`src/rtl/mcr_pkg.sv`:
```
package mcr_pkg;

    localparam int CTRL_W = 8;
    // Bits that need the unlock input to change
    localparam logic [CTRL_W-1:0] PROT_MASK = 8'hE0;

    typedef struct packed {
        logic clk_div4;     // 7
        logic trig_access;  // 6
        logic xon_any;      // 5
        logic loop_en;      // 4
        logic op_ctl;       // 3
        logic fifo_rdy;     // 2
        logic rts_ctl;      // 1
        logic dtr_ctl;      // 0
    } mcr_t;

    typedef struct packed {
        logic tx_pin;
        logic rx_ser;
        logic dtr_n;
        logic rts_n;
        logic op_n;
        logic [3:0] status_nib;
    } pin_bundle_t;

    // Status bits 7..4 produced in loopback
    function automatic logic [3:0] loop_status(input mcr_t c);
        return {c.op_ctl, c.fifo_rdy, c.dtr_ctl, c.rts_ctl};
    endfunction

    // Merge a write with the held value under the protection mask
    function automatic logic [CTRL_W-1:0] merge_write(
        input logic [CTRL_W-1:0] held,
        input logic [CTRL_W-1:0] wdat,
        input logic              unlock);
        logic [CTRL_W-1:0] keep;
        keep = unlock ? '0 : PROT_MASK;
        return (held & keep) | (wdat & ~keep);
    endfunction

endpackage

```
`src/rtl/mcr_reg.sv`:
```
module mcr_reg
    import mcr_pkg::*;
(
    input  logic              clk,
    input  logic              rst,
    input  logic              wr_en,
    input  logic [CTRL_W-1:0] wr_data,
    input  logic              unlock,
    output mcr_t              ctrl
);

    always_ff @(posedge clk) begin
        if (rst) begin
            ctrl <= '0;
        end else if (wr_en) begin
            ctrl <= mcr_t'(merge_write(ctrl, wr_data, unlock));
        end
    end

    // locked writes leave the protected bits alone
    p_locked_hold_r3: assert property (@(posedge clk) disable iff (rst)
        (wr_en && !unlock) |=> (ctrl[7:5] == $past(ctrl[7:5])));

    // low bits always take the written value
    p_low_write_r2: assert property (@(posedge clk) disable iff (rst)
        wr_en |=> (ctrl[4:0] == $past(wr_data[4:0])));

endmodule

```
`src/rtl/mcr_prescale.sv`:
```
module mcr_prescale #(
    parameter int DIV = 4
) (
    input  logic clk,
    input  logic rst,
    input  logic div_sel,
    output logic ce
);

    localparam int CNT_W = (DIV > 1) ? $clog2(DIV) : 1;
    localparam logic [CNT_W-1:0] LAST = CNT_W'(DIV - 1);

    generate
        if (DIV <= 1) begin : g_pass
            assign ce = 1'b1;
        end else begin : g_div
            logic [CNT_W-1:0] cnt;
            always_ff @(posedge clk) begin
                if (rst || cnt == LAST) cnt <= '0;
                else                   cnt <= cnt + 1'b1;
            end
            assign ce = div_sel ? (cnt == LAST) : 1'b1;

            // divided enable never fires on two cycles in a row
            p_ce_gap_r6: assert property (@(posedge clk) disable iff (rst)
                (div_sel && ce) |=> (!ce || !div_sel));
        end
    endgenerate

endmodule

```
`src/rtl/mcr_pinmux.sv`:
```
module mcr_pinmux
    import mcr_pkg::*;
(
    input  mcr_t        ctrl,
    input  logic        auto_rts_en,
    input  logic        auto_rts_req,
    input  logic        tx_ser,
    input  logic        rx_pin,
    input  logic [3:0]  ext_status,
    output pin_bundle_t pins
);

    always_comb begin
        if (ctrl.loop_en) begin
            pins.tx_pin     = 1'b1;
            pins.rx_ser     = tx_ser;
            pins.dtr_n      = 1'b1;
            pins.rts_n      = 1'b1;
            pins.op_n       = 1'b1;
            pins.status_nib = loop_status(ctrl);
        end else begin
            pins.tx_pin     = tx_ser;
            pins.rx_ser     = rx_pin;
            pins.dtr_n      = ~ctrl.dtr_ctl;
            pins.rts_n      = auto_rts_en ? ~auto_rts_req : ~ctrl.rts_ctl;
            pins.op_n       = ~ctrl.op_ctl;
            pins.status_nib = ext_status;
        end
    end

endmodule

```
`src/rtl/uart_modem_ctl.sv`:
```
module uart_modem_ctl #(
    parameter int PRESCALE_DIV = 4
) (
    input  logic       clk,
    input  logic       rst,
    input  logic       wr_en,
    input  logic [7:0] wr_data,
    input  logic       efr_unlock,
    output logic [7:0] rd_data,
    input  logic       auto_rts_en,
    input  logic       auto_rts_req,
    input  logic       tx_ser,
    input  logic       rx_pin,
    input  logic [3:0] ext_status,
    output logic       tx_pin,
    output logic       rx_ser,
    output logic [3:0] status_nib,
    output logic       dtr_n,
    output logic       rts_n,
    output logic       op_n,
    output logic       trig_access_en,
    output logic       xon_any_en,
    output logic       fifo_rdy_en,
    output logic       baud_ce
);
    import mcr_pkg::*;

    mcr_t        ctrl;
    pin_bundle_t pins;

    mcr_reg u_reg (
        .clk     (clk),
        .rst     (rst),
        .wr_en   (wr_en),
        .wr_data (wr_data),
        .unlock  (efr_unlock),
        .ctrl    (ctrl)
    );

    mcr_prescale #(.DIV(PRESCALE_DIV)) u_pre (
        .clk     (clk),
        .rst     (rst),
        .div_sel (ctrl.clk_div4),
        .ce      (baud_ce)
    );

    mcr_pinmux u_mux (
        .ctrl         (ctrl),
        .auto_rts_en  (auto_rts_en),
        .auto_rts_req (auto_rts_req),
        .tx_ser       (tx_ser),
        .rx_pin       (rx_pin),
        .ext_status   (ext_status),
        .pins         (pins)
    );

    assign rd_data        = ctrl;
    assign tx_pin         = pins.tx_pin;
    assign rx_ser         = pins.rx_ser;
    assign status_nib     = pins.status_nib;
    assign dtr_n          = pins.dtr_n;
    assign rts_n          = pins.rts_n;
    assign op_n           = pins.op_n;
    assign trig_access_en = ctrl.trig_access;
    assign xon_any_en     = ctrl.xon_any;
    assign fifo_rdy_en    = ctrl.fifo_rdy;

    // loopback keeps all modem pins inactive
    p_loop_pins_high_r9: assert property (@(posedge clk) disable iff (rst)
        rd_data[4] |-> (dtr_n && rts_n && op_n));

    // loopback idles the line and feeds the receiver from the transmitter
    p_loop_serial_r8: assert property (@(posedge clk) disable iff (rst)
        rd_data[4] |-> (tx_pin && rx_ser == tx_ser));

    // crossed mapping of bits 1/0 into the status nibble
    p_loop_map_r10: assert property (@(posedge clk) disable iff (rst)
        rd_data[4] |-> (status_nib[1] == rd_data[0] && status_nib[0] == rd_data[1]));

    // hardware flow control owns RTS outside loopback
    p_auto_rts_r5: assert property (@(posedge clk) disable iff (rst)
        (!rd_data[4] && auto_rts_en) |-> (rts_n == !auto_rts_req));

endmodule

```
`config.mk`:
```
export PLATFORM = sky130hd
export DESIGN_NAME = uart_modem_ctl
export DESIGN_NICKNAME = d
export VERILOG_FILES = /design/src/rtl/mcr_pkg.sv /design/src/rtl/mcr_reg.sv /design/src/rtl/mcr_prescale.sv /design/src/rtl/mcr_pinmux.sv /design/src/rtl/uart_modem_ctl.sv
export SDC_FILE = /design/constraint.sdc
export NUM_CORES = 1
export LEC_CHECK = 0
export ABC_CLOCK_PERIOD_IN_PS = 820
export CAP_MARGIN = 40
export CELL_PAD_IN_SITES_DETAIL_PLACEMENT = 0
export CELL_PAD_IN_SITES_GLOBAL_PLACEMENT = 1
export CORE_MARGIN = 5
export CORE_UTILIZATION = 19
export DETAILED_ROUTE_END_ITERATION = 10
export HOLD_SLACK_MARGIN = 0.03
export PLACE_DENSITY_LB_ADDON = 0.1
export REMOVE_ABC_BUFFERS = 1
export SLEW_MARGIN = 20
export SYNTH_ARGS = -nofsm -noshare
export SYNTH_HDL_FRONTEND = slang
export SYNTH_SLANG_ARGS = --single-unit
```
`constraint.sdc`:
```
create_clock -name clk -period 0.82 [get_ports clk]
set_input_delay 0.164 -clock clk [delete_from_list [all_inputs] [get_ports clk]]
set_output_delay 0.164 -clock clk [all_outputs]
set_load 0.1 [all_outputs]
```
==> flow_metrics.tcl <==
set metrics [dict create \
    areaGrowthSynthToFinish_pct 171 \
    pwr-share-seq_pct 26.4 \
    cp.required_ps 660 \
    clkTransAtPathRegs_ps 70 \
    power.switching_fraction_pct 39.4 \
    routed_via_density 4.07 \
    sequential_to_total_area_share_from_yosys_stat_pct 38.7 \
    clock_skew_ps 0.0267 \
    pin_count_of_the_biggest_net_entering_global_routing 9 \
    vdd_drop_max_mv 1.12 \
    xor_and_xnor_fraction_of_the_mapped_netlist_area_pct 0 \
    slew_headroom_pct 89.6 \
    synthCells 50 \
    chipHeight_um 62.2 \
    max_freq_ghz 0.738 \
    most_common_library_cell_in_the_layout_ignoring_fill_and_taps "sky130_fd_sc_hd__buf_12" \
    dr.first_iter.drc_count 4 \
    synth-compound-area-share_pct 10.2 \
    synth_simple_gate_area_share_pct 15.0 \
    globalRouteTotalUtil_pct 8.46 \
    synth_top_family_by_area "multiplexers" \
    synthAdderAreaFrac_pct 2.42 \
    drc 0 \
    layout-drive-gt1-share_pct 65.0 \
    powerDensity_nw_per_um2 1520 \
    cts.path.max_buffers 2 \
    outcome "finished, violations left" \
    cell_area_after_layout_um2 1400 \
    drt-total-wl_um 1630 \
    fin_setup_tns_ps -7840 \
    layout.nets 125 \
    vias_in_the_first_global_route 581 \
    timing.final.max_slew_violations 0 \
    max_slew.worst_pin.slew_ps 151 \
    portBuffers 40 \
    finalCriticalPeriod_ps 1360 \
    muxShareOfSynthArea_pct 22.5 \
    grt_pass1_wl_um 2750 \
    core_region_area_um2 2690 \
    cp.arrival_ps 1190 \
    leading_cell_types_in_the_layout_fill_and_taps_excluded "sky130_fd_sc_hd__buf_12, sky130_fd_sc_hd__clkdlybuf4s50_1, sky130_fd_sc_hd__buf_6, sky130_fd_sc_hd__dfxtp_2, sky130_fd_sc_hd__mux2i_1" \
    antenna-diode-count 0 \
    hold_viol_final 0 \
    cts_buffers 3 \
    switching_power_w 0.000836 \
    ctsHoldBuffers 0 \
    die_area_um2 3860 \
    placement.cell_area_um2 1220 \
    detail_route.wl_per_cell_um 12.2 \
    postRouteAntennaNets 0 \
    hp-class "input port to flip-flop" \
    p_leak_nw 0.603 \
    pre_cts_ws_ps -518 \
    final_worst_path_period_share_pct 165 \
    p_clk_share_pct 20.8 \
    internal_power_w 0.00129 \
    antenna_found_initial 0 \
    cts_tree "done" \
    crit_path_max_fanout 8 \
    setup.worst_path.start_class "flip-flop" \
    yosysWarnings 0 \
    violations_in_the_final_reports "negative setup slack" \
    rsz0062_at_grt "true" \
    place.gp.congestion 0.673 \
    initial_core_util_pct 19.2 \
    placementRows 19 \
    globalRouteOverflowTotal 0 \
    detailedRoute.firstPassIterationCount 3 \
    clkSinkCount 10 \
    vias 546 \
    comb_power_share_pct 52.8 \
    worst_setup_path_end_kind "output port" \
    worst_slack_ps -536 \
    timing.final.setup_violations 22 \
    yosys_register_bits 10 \
    number_of_distinct_library_cells_after_synthesis 17 \
    worst_skew_pair_latency_ps 260 \
    synthesis.area_um2 517 \
    top_level_ports 41 \
    dp_hpwl_um 1310 \
    crit_type "flip-flop to output port" \
    share_of_the_core_filled_with_cells_in_the_final_layout_pct 52.1 \
    chipWidth_um 62.2 \
    max_cap_violations 0 \
    cts_root_buffer "sky130_fd_sc_hd__clkbuf_4" \
    cts_htree_levels 1 \
    syn_avg_cell_area_um2 10.3 \
]
-- layer usage --
| metal | vias to the layer above | track usage [%] | wire length [um] |
|---|---|---|---|
| met5 | - | 0 | 0 |
| met3 | 0 | 5.95 | 159 |
| met1 | 252 | 10.3 | 705 |
| li1 | 272 | - | - |
| met4 | 0 | 0 | 0 |
| met2 | 22 | 13.0 | 769 |
-- metrics by stage --
| step | instances | total power (W) | hold slack, ps |
|---|---|---|---|
| 6_report | 134 | 0.00212 | 380 |
| 5_1_grt | 134 | 0.00221 | 381 |
| 4_1_cts | 132 | 0.00214 | 372 |
| 3_5_place_dp | 127 | 0.00161 | 418 |
| 3_3_place_gp | 127 | 0.00160 | 412 |
| 2_1_floorplan | 43 | 0.00112 | 226 |
-- Yosys cell counts (all sizes together) --
cell    instances  area share (%)
dfxtp          10              39
buf             7              11
mux2i           6              12
mux2            5              11
nor2            5             3.6
a21bo           3             5.8
a21oi           3             4.4
nand2b          3             3.6
nand3           3             2.9
or2             2             2.4
ha              1             2.4
nor3            1            0.97
nor3b           1             1.5
-- critical path: stages, from the launching register on --
cell and delay [ps]:
sky130_fd_sc_hd__dfxtp_4 430, sky130_fd_sc_hd__mux2_4 330, sky130_fd_sc_hd__buf_12 170
-- repair_timing --
item                                    CTS  global route
buffers inserted                          1             3
pin swaps                                 4             1
endpoints found under the setup margin   31            23
resized for setup                        35             4
-- power groups by stage --
stage | sequential (W) | clock [W] | combinational (W)
global placement | 0.000554 | 0 | 0.00105
CTS | 0.000564 | 0.000467 | 0.00111
finish | 0.000560 | 0.000442 | 0.00112
floorplan | 0.000760 | 0 | 0.000360
global route | 0.000566 | 0.000491 | 0.00116
detailed placement | 0.000555 | 0 | 0.00105
-- logic make-up after synthesis --
logic type	after synthesis
AND/OR/NAND/NOR	15
multiplexers	11
flip-flops	10
buffers and inverters	7
AO/OA/AOI/OAI	6
adder cells (fa/ha/maj)	1
-- path summary, 6_finish.rpt --
| check | start | endpoint | slack (ps) | depth (start not counted) |
|---|---|---|---|---|
| worst max-delay path | u_reg.ctrl[4] | status_nib[3] | -540 | 2 |
| worst min-delay path | efr_unlock | flip-flop | 380 | 3 |
| worst max register to register | u_reg.ctrl[1] | u_reg.ctrl[1] | -30 | 4 |
| worst min register to register | u_pre.g_div.cnt[0] | u_pre.g_div.cnt[0] | 520 | 2 |
-- layout make-up --
type	count	area, um2
clock buffer	4	36.3
fill	248	1290
multi-input combinational	33	325
sequential	10	218
tap	31	38.8
timing repair buffer	56	782
No activity file was read; power rests on OpenSTA's default activity.
